**src/rtl/txp_pkg.sv**
```systemverilog
package txp_pkg;

    // Source select codes
    localparam logic [1:0] SEL_DATA  = 2'b00;
    localparam logic [1:0] SEL_ALT   = 2'b01;
    localparam logic [1:0] SEL_MARK  = 2'b10;
    localparam logic [1:0] SEL_SPACE = 2'b11;

    // Last bit kind sent by the pattern source
    typedef enum logic [2:0] {
        PS_LIVE      = 3'd0,
        PS_ALT_MARK  = 3'd1,
        PS_ALT_SPACE = 3'd2,
        PS_MARK      = 3'd3,
        PS_SPACE     = 3'd4
    } pat_state_t;

endpackage

```
**src/rtl/txp_pattern_fsm.sv**
```systemverilog
module txp_pattern_fsm
    import txp_pkg::*;
(
    input  logic       clk,
    input  logic       rst,
    input  logic       bit_en,
    input  logic       txd,
    input  logic [1:0] pat_sel,
    output logic       pat_bit
);

    pat_state_t state_q, state_d;

    // State register
    always_ff @(posedge clk) begin
        if (rst) begin
            state_q <= PS_LIVE;
        end else if (bit_en) begin
            state_q <= state_d;
        end
    end

    // Source bit and next state
    always_comb begin
        pat_bit = 1'b0;
        state_d = state_q;
        unique case (pat_sel)
            SEL_DATA: begin
                pat_bit = txd;
                state_d = PS_LIVE;
            end
            SEL_ALT: begin
                if (state_q == PS_ALT_MARK) begin
                    pat_bit = 1'b0;
                    state_d = PS_ALT_SPACE;
                end else begin
                    pat_bit = 1'b1;
                    state_d = PS_ALT_MARK;
                end
            end
            SEL_MARK: begin
                pat_bit = 1'b1;
                state_d = PS_MARK;
            end
            SEL_SPACE: begin
                pat_bit = 1'b0;
                state_d = PS_SPACE;
            end
            default: begin
                pat_bit = 1'b0;
                state_d = PS_LIVE;
            end
        endcase
    end

    // a mark on the alternating source is followed by a space
    a_r3_alt_toggles: assert property (@(posedge clk) disable iff (rst)
        (bit_en && pat_sel == SEL_ALT && state_q == PS_ALT_MARK) |=> (state_q == PS_ALT_SPACE));

    // the state holds without a bit-enable
    a_r7_state_hold: assert property (@(posedge clk) disable iff (rst)
        !bit_en |=> $stable(state_q));

endmodule

```
**src/rtl/txp_scrambler.sv**
```systemverilog
module txp_scrambler #(
    parameter int TAP_NEAR = 14,
    parameter int TAP_FAR  = 17
) (
    input  logic clk,
    input  logic rst,
    input  logic en,
    input  logic bypass,
    input  logic din,
    output logic dout
);

    localparam int HIST_LEN = TAP_FAR;

    logic [HIST_LEN-1:0] hist_q;
    logic                fb;

    assign fb   = din ^ hist_q[TAP_NEAR-1] ^ hist_q[TAP_FAR-1];
    assign dout = bypass ? din : fb;

    always_ff @(posedge clk) begin
        if (rst) begin
            hist_q <= '0;
        end else if (en && !bypass) begin
            hist_q <= {hist_q[HIST_LEN-2:0], fb};
        end
    end

    // reset leaves an empty history
    a_r1_hist_cleared: assert property (@(posedge clk)
        rst |=> (hist_q == '0));

    // history holds on bypassed or idle cycles
    a_r6_hist_frozen: assert property (@(posedge clk) disable iff (rst)
        (!en || bypass) |=> $stable(hist_q));

    // history shifts by one position on a scrambled bit
    a_r6_hist_shift: assert property (@(posedge clk) disable iff (rst)
        (en && !bypass) |=> (hist_q[HIST_LEN-1:1] == $past(hist_q[HIST_LEN-2:0])));

endmodule

```
**src/rtl/txp_tx_bitpath.sv**
```systemverilog
module txp_tx_bitpath
    import txp_pkg::*;
#(
    parameter int TAP_NEAR = 14,
    parameter int TAP_FAR  = 17
) (
    input  logic       clk,
    input  logic       rst,
    input  logic       bit_en,
    input  logic       txd,
    input  logic [1:0] pat_sel,
    input  logic       scr_bypass,
    output logic       tx_bit
);

    logic pat_bit;
    logic scr_bit;

    txp_pattern_fsm u_pat (
        .clk     (clk),
        .rst     (rst),
        .bit_en  (bit_en),
        .txd     (txd),
        .pat_sel (pat_sel),
        .pat_bit (pat_bit)
    );

    txp_scrambler #(
        .TAP_NEAR (TAP_NEAR),
        .TAP_FAR  (TAP_FAR)
    ) u_scr (
        .clk    (clk),
        .rst    (rst),
        .en     (bit_en),
        .bypass (scr_bypass),
        .din    (pat_bit),
        .dout   (scr_bit)
    );

    // output register
    always_ff @(posedge clk) begin
        if (rst) begin
            tx_bit <= 1'b0;
        end else if (bit_en) begin
            tx_bit <= scr_bit;
        end
    end

    a_r1_out_cleared: assert property (@(posedge clk)
        rst |=> !tx_bit);

    a_r2_live_passes: assert property (@(posedge clk) disable iff (rst)
        (bit_en && scr_bypass && pat_sel == SEL_DATA) |=> (tx_bit == $past(txd)));

    a_r4_mark_high: assert property (@(posedge clk) disable iff (rst)
        (bit_en && scr_bypass && pat_sel == SEL_MARK) |=> tx_bit);

    a_r5_space_low: assert property (@(posedge clk) disable iff (rst)
        (bit_en && scr_bypass && pat_sel == SEL_SPACE) |=> !tx_bit);

    a_r7_out_hold: assert property (@(posedge clk) disable iff (rst)
        !bit_en |=> $stable(tx_bit));

endmodule

```
**config.mk**
```make
export PLATFORM = sky130hd
export DESIGN_NAME = txp_tx_bitpath
export DESIGN_NICKNAME = d
export VERILOG_FILES = /design/src/rtl/txp_pkg.sv /design/src/rtl/txp_pattern_fsm.sv /design/src/rtl/txp_scrambler.sv /design/src/rtl/txp_tx_bitpath.sv
export SDC_FILE = /design/constraint.sdc
export NUM_CORES = 1
export LEC_CHECK = 0
export BUFFER_PORTS_ARGS = -buffer_cell sky130_fd_sc_hd__buf_2
export CORE_MARGIN = 2
export CORE_UTILIZATION = 54
export DETAILED_ROUTE_END_ITERATION = 8
export PLACE_DENSITY = 0.8
export SYNTH_ARGS = -nofsm -noshare
export SYNTH_HDL_FRONTEND = slang
export SYNTH_SLANG_ARGS = --single-unit
export TNS_END_PERCENT = 100
```
**constraint.sdc**
```tcl
create_clock -name clk -period 1.3 [get_ports clk]
set_clock_uncertainty 0.1 [all_clocks]
set_input_delay 0.13 -clock clk [delete_from_list [all_inputs] [get_ports clk]]
set_output_delay 0.13 -clock clk [all_outputs]
set_load 0.05 [all_outputs]
```
==> reports/metrics.csv, run 1 <==
stage;metric;value;unit
status;status;finished, final reports clean;
global_route;grt_pass1_vias;633;
cells_and_area;layout.cells.non_filler;127;
power;p_switching;254;uW
clock_tree;clk_latency;0.29;ns
clock_tree;numCtsBuffers;3;
setup_path;end_kind;register;
yosys;synth_cell_types;23;
yosys;synth_area_leaders;dfxtp_1 (51%), nand2_1 (15%), a21oi_1 (10%), nor2_1 (3.2%), nand2b_1 (2.3%);
drt;dr.pass1.iters;4;
floorplanning;die_area;0.00186;sq mm
place;hpwl;1000;um
yosys;ys_seq_area_share;50.9;%
clock_tree;cts_sinks;21;
place;portBuffers;7;
yosys;avgSynthCellArea;8.10;sq um
clock_tree;clock-root-buffer;clkbuf_4;
setup_path;worstSetupPathType;register to register;
cells_and_area;nFillCells;137;
yosys;synthArstFlopShare;0;%
global_route;grt_max_degree;22;
yosys;synth_warnings;0;
power;power.leakage;0.328;nW
power;p_per_area;1150;mW/mm^2
power;sw_frac_of_total;23.9;%
yosys;synth_area;826;sq um
yosys;synth_flop_cell;dfxtp_1;
clock_tree;h-tree-depth;1;
floorplanning;io_pins;8;
yosys;synth_nets;109;
clock_tree;hold_buffers;0;
power;p_int;809;uW
global_route;grt_overflow;0;
drt;vias;670;
clock_tree;cts_tree;yes;
floorplanning;num_rows;14;
timing;fin_crit_sh;95.9;%
yosys;synth_common_cells;nand2_1 (32), dfxtp_1 (21), a21oi_1 (17), nor2_1 (7), nand2b_1 (3);
floorplanning;die_y;43.1;um
cells_and_area;antennaDiodeCount;0;
yosys;yosysMostFrequentCell;nand2_1;
clock_tree;clk_pin_slew_worst_paths;0.11;ns
timing;max_slew_margin;74.5;%
setup_path;startpoint_type;register;
yosys;netlist.area_leader.share;50.9;%
cells_and_area;layout.nets;119;
yosys;synth_edf_count;0;
yosys;ys_ff_latch;21;
power;p_clk_share;28.2;%
floorplanning;die_w;43.1;um
drt;wire_per_inst;11.2;um
cells_and_area;seqCellArea;424;sq um
cells_and_area;final_util;62.9;%
drt;via_per_inst;5.28;
timing;max_freq;0.802;GHz
place;dp.cells;122;
setup_path;arrival;1.34;ns
cells_and_area;multi_input_area;378;sq um
place;gp_congestion;0.766;
drt;initialDrtViolationCount;23;
timing;hold_violations;0;
timing;maxSlewViolCount;0;
drt;drcViolationCount;0;
drt;wl;1420;um
timing;rsz0062_at_grt;true;
timing;finalSetupViolCount;0;
timing;whs;0.0272;ns
floorplanning;core_area;0.00147;sq mm
setup_path;cp.required;1.39;ns
timing;worst_pin_slew;0.383;ns
power;power_frac_seq;62.3;%
min_path;hold_class;input pin to register;
run;cap_violations;0;
power;power_frac_comb;9.5;%
global_route;grtUsageTotal;17.5;%
floorplanning;initial_core_util;56.1;%
power;ir_worst_vdd;0.000861;V
setup_path;crit_fanout;3;
timing;period_minus_slack;1.25;ns
yosys;yosysTopAreaCell;dfxtp_1;
cells_and_area;syn2layout_area_growth;12.1;%
clock_tree;cts_buffer_depth;2;
yosys;netlist_instances;102;
cells_and_area;drive_gt1_share;21.6;%
drt;antenna_left;0;
global_route;antenna_found_initial;0;
global_route;grt_pass1_wl;2440;um
per-stage QoR:
stage | setup TNS, ns | cell area [sq um] | setup slack (ns) | total power, mW
after detailed placement | 0 | 873 | 0.0136 | 0.771
after global placement | 0 | 873 | 0.0588 | 0.767
after floorplan | 0 | 826 | 0.0871 | 0.745
after CTS | 0 | 902 | 0.00115 | 1.06
after global routing | -0.0327 | 926 | -0.0257 | 1.10
final | 0 | 926 | 0.0537 | 1.06
final timing paths:
| path | startpoint | end | slack [ns] | cells after the start |
|---|---|---|---|---|
| worst max register to register | u_pat.state_q[0] | tx_bit | 0.05 | 4 |
| worst min-delay path | pat_sel[1] | u_pat.state_q[2] | 0.03 | 3 |
| worst max-delay path | u_pat.state_q[0] | tx_bit | 0.05 | 4 |
| worst min register to register | u_scr.hist_q[7] | u_scr.hist_q[8] | 0.36 | 2 |
final cells by class:
cell class,count,share of cell area [%]
flip-flops and latches,21,45.8
multi-input cells,73,40.8
repair buffers,12,7.84
clock buffers,3,2.43
well taps,16,2.16
clock inverters,1,0.541
inverters,1,0.405
sequential cells by signal, summed over array words and instances, names as in the netlist:
name,count
u_scr.hist_q,17
u_pat.state_q,3
tx_bit,1
worst max-delay path, stage by stage, from the launching register on:
cell	delay, ns
dfxtp_2	0.34
nor3b_4	0.15
o22ai_2	0.19
nor2_1	0.07
a2111oi_1	0.30
layer usage:
metal	vias up	part of all wire, %	wire (um)	track usage (%)
met2	7	53	760	32.2
met4	0	0.63	9	9.09
li1	351	-	-	-
met3	2	2.0	28	2.55
met1	310	44	622	18.8
met5	-	0	0	0
power by group through the flow:
stage          registers, mW  clock network [mW]  logic (mW)
2_1_floorplan          0.682                   0      0.0629
3_3_place_gp           0.675                   0      0.0923
3_5_place_dp           0.675                   0      0.0961
4_1_cts                0.661               0.308      0.0962
5_1_grt                0.665               0.326       0.114
6_report               0.663               0.299       0.101
cells in the final DEF (no fill, tap or decap), drive strengths merged:
cell type | Yosys | layout
dfxtp | 21 | 21
a2111oi | 1 | 1
inv | 1 | 1
o22ai | 3 | 3
nand2b | 3 | 3
xor2 | 1 | 1
a21oi | 17 | 17
nor2 | 7 | 7
clkbuf | 3 | 3
nor3b | 2 | 2
o21ai | 2 | 2
and3 | 1 | 1
nor2b | 1 | 1
clkinv | 0 | 1
xnor2 | 1 | 1
a211oi | 1 | 1
nand3 | 1 | 1
nand2 | 32 | 32
buf | 4 | 12
timing repair:
item | in CTS | in global routing
setup endpoints to repair | 1 | 2
setup buffers | 0 | 1
resized for setup | 1 | 4
hold endpoints to repair | 0 | 0
pin swaps | 2 | 2
logic make-up (layout without fill, tap and decap cells):
group,after synthesis,after routing,synth area share [%]
xor+xnor,2,2,2.12
flops,21,21,50.9
buf+inv,8,17,5.00
simple gates,47,47,24.7
compound gates,24,24,17.3
Power figures use the tool's default switching activity.
==> run 2: changes to the inputs <==
--- a/config.mk
+++ b/config.mk
@@ -7,9 +7,10 @@
 export LEC_CHECK = 0
 export BUFFER_PORTS_ARGS = -buffer_cell sky130_fd_sc_hd__buf_2
 export CORE_MARGIN = 2
-export CORE_UTILIZATION = 54
+export CORE_UTILIZATION = 50
 export DETAILED_ROUTE_END_ITERATION = 8
-export PLACE_DENSITY = 0.8
+export GPL_TIMING_DRIVEN = 0
+export PLACE_DENSITY = 0.75
 export SYNTH_ARGS = -nofsm -noshare
 export SYNTH_HDL_FRONTEND = slang
 export SYNTH_SLANG_ARGS = --single-unit
==> constraint.sdc (replaced) <==
create_clock -name clk -period 1.4 [get_ports clk]
set_clock_uncertainty 0.1 [all_clocks]
set_input_delay 0.14 -clock clk [delete_from_list [all_inputs] [get_ports clk]]
set_output_delay 0.14 -clock clk [all_outputs]
set_load 0.05 [all_outputs]
==> run 2 against run 1 <==
Against the previous run: critical path depth unchanged; die area increased by 7.2%; via count increased by 3.6%; final cell count increased by 2.4%; routed wire length increased by 10%; first-iteration DRC count unchanged; worst hold slack got worse by 0.0049 ns; total power decreased by 6.0%; sequential cell count unchanged; count of clock-buffer cells in the layout increased by 1.
==> reports/metrics.csv, run 2 (synthesis results as in run 1) <==
stage;metric;value;unit;change
drt;dr.pass1.iters;4;;unchanged
drt;vias;694;;+3.6%
floorplanning;die_area;0.00199;sq mm;+7.2%
setup_path;cp.required;1.52;ns;+0.13 ns
cells_and_area;largest_register;u_scr.hist_q;;
timing;finalSetupViolCount;0;;unchanged
power;power_frac_comb;10.1;%;+0.6 points
cells_and_area;drive_gt1_share;18.4;%;-3.2 points
power;ir_worst_vdd;0.000922;V;+7.0%
power;p_switching;243;uW;-4.5%
cells_and_area;fin_area;932;sq um;+0.68%
place;placed_area;876;sq um;+0.29%
cells_and_area;layout.cells.non_filler;130;;+2.4%
drt;wl;1560;um;+10%
global_route;grtUsageTotal;18.3;%;+0.81 points
clock_tree;numCtsBuffers;3;;unchanged
clock_tree;cts_sinks;21;;unchanged
floorplanning;die_w;44.6;um;+3.6%
cells_and_area;syn2layout_area_growth;12.9;%;
global_route;grt_max_degree;12;;-45%
setup_path;crit_fanout;3;;unchanged
drt;initialDrtViolationCount;23;;unchanged
global_route;grt_pass1_wl;2660;um;+8.8%
drt;antenna_left;0;;unchanged
drt;wire_per_inst;12.0;um;+7.5%
setup_path;rr_startpoint;u_pat.state_q[1];;
floorplanning;num_rows;14;;unchanged
place;dp.cells;124;;+1.6%
clock_tree;clk_latency;0.30;ns;about the same
timing;max_freq;0.749;GHz;-6.7%
clock_tree;cts_tree;yes;;
cells_and_area;final_common_cell;nand2_1;;
place;hpwl;993;um;-0.91%
min_path;holdCritStartpoint;pat_sel[1];;
timing;fin_crit_sh;95.4;%;-0.49 points
power;p_int;757;uW;-6.4%
timing;maxSlewViolCount;0;;unchanged
timing;timing.setup.tns;0;ns;unchanged
run;cap_violations;0;;unchanged
power;power_frac_seq;61.4;%;-0.9 points
cells_and_area;layout.nets;122;;+2.5%
floorplanning;die_y;44.6;um;+3.6%
global_route;grt_pass1_vias;636;;+0.47%
drt;drcViolationCount;0;;unchanged
power;power.leakage;0.330;nW;+0.83%
place;portBuffers;6;;-1
clock_tree;clk_pin_slew_worst_paths;0.12;ns;about the same
setup_path;cp_slowest_cell;dfxtp_1;;
clock_tree;clock-root-buffer;clkbuf_4;;
min_path;hold_class;input pin to register;;
setup_path;end_kind;register;;
status;status;finished, final reports clean;;
setup_path;max_stage_delay;0.35;ns;about the same
drt;via_per_inst;5.34;;+1.2%
power;sw_frac_of_total;24.3;%;+0.36 points
floorplanning;core_area;0.00152;sq mm;+3.6%
setup_path;startpoint;u_pat.state_q[1];;
global_route;antenna_found_initial;0;;unchanged
global_route;grt_overflow;0;;unchanged
power;p_per_area;1070;mW/mm^2;-6.6%
setup_path;startpoint_type;register;;
timing;worst_pin_slew;0.469;ns;+0.0861 ns
setup_path;arrival;1.46;ns;+0.12 ns
floorplanning;io_pins;8;;unchanged
power;p_clk_share;28.5;%;+0.3 points
cells_and_area;largest_reg_flops;17;;unchanged
floorplanning;initial_core_util;54.2;%;-1.9 points
timing;max_slew_margin;68.7;%;-5.7 points
timing;period_minus_slack;1.34;ns;+0.0890 ns
setup_path;worstSetupPathType;register to register;;
cells_and_area;final_cell_mix;nand2_1 (32), dfxtp_1 (21), a21oi_1 (17);;
timing;hold_violations;0;;unchanged
cells_and_area;nFillCells;143;;+4.4%
cells_and_area;antennaDiodeCount;0;;unchanged
place;gp_congestion;0.782;;+2.0%
clock_tree;h-tree-depth;1;;unchanged
cells_and_area;top_regs;u_scr.hist_q: 17 flops, u_pat.state_q: 3 flops, tx_bit: 1 flops;;
timing;rsz0062_at_grt;false;;
setup_path;crit_chain;nor3b_2 -> o22ai_2 -> xor2_1 -> a211oi_2;;
clock_tree;cts_buffer_depth;2;;unchanged
-- run 2: final timing paths --
path	end	slack, ns	depth (start not counted)
worst max-delay path	u_scr.hist_q[0]	0.06	4
worst min-delay path	u_pat.state_q[2]	0.02	3
worst max register to register	u_scr.hist_q[0]	0.06	4
worst min register to register	u_scr.hist_q[1]	0.34	2
-- run 2: worst max-delay path: cells and delay by family (launching register included) --
kind,cells,cell delay [ns]
AND/OR/NAND/NOR,1,0.26
AO/OA/AOI/OAI,2,0.36
XOR/XNOR,1,0.19
flip-flops,1,0.35
-- run 2: power groups by stage --
stage	registers (mW)	clock network, mW	logic (mW)
2_1_floorplan	0.633	0	0.0584
4_1_cts	0.613	0.287	0.0936
3_5_place_dp	0.627	0	0.0911
5_1_grt	0.615	0.318	0.111
6_report	0.614	0.285	0.101
3_3_place_gp	0.626	0	0.0893
-- run 2: final cells by class --
class                           count  area, sq um  area share (%)
Sequential cell                    21          420            45.1
Multi-Input combinational cell     73          377            40.4
Timing Repair Buffer                8         47.5            5.10
Buffer                              7         37.5            4.03
Clock buffer                        4         26.3            2.82
Tap cell                           16         20.0            2.15
Inverter                            1         3.75           0.403
-- run 2: timing repair --
item	4_1_cts	5_1_grt
hold buffers	1	0
endpoints found under the hold margin	1	0
setup buffers	0	1
gates resized for setup	0	2
endpoints found under the setup margin	0	2
-- run 2: routing by layer --
layer	part of all wire (%)	track usage, %	vias to the layer above	wire length, um
met5	0	0	-	0
met3	3.8	8.57	4	60
met4	2.0	3.64	0	32
met1	45	23.7	324	697
li1	-	-	357	-
met2	49	27.8	9	773
-- run 2: stage by stage --
step                hold slack (ns)  worst slack [ns]  power, mW  util, %
finish                       0.0224            0.0647       1.00     61.2
detailed placement            0.243            0.0706      0.718     57.5
floorplan                     0.117             0.187      0.692        -
global placement              0.238            0.0489      0.716     57.5
global route                 0.0576            0.0156       1.04     61.2
CTS                          0.0275            0.0382      0.994     59.9
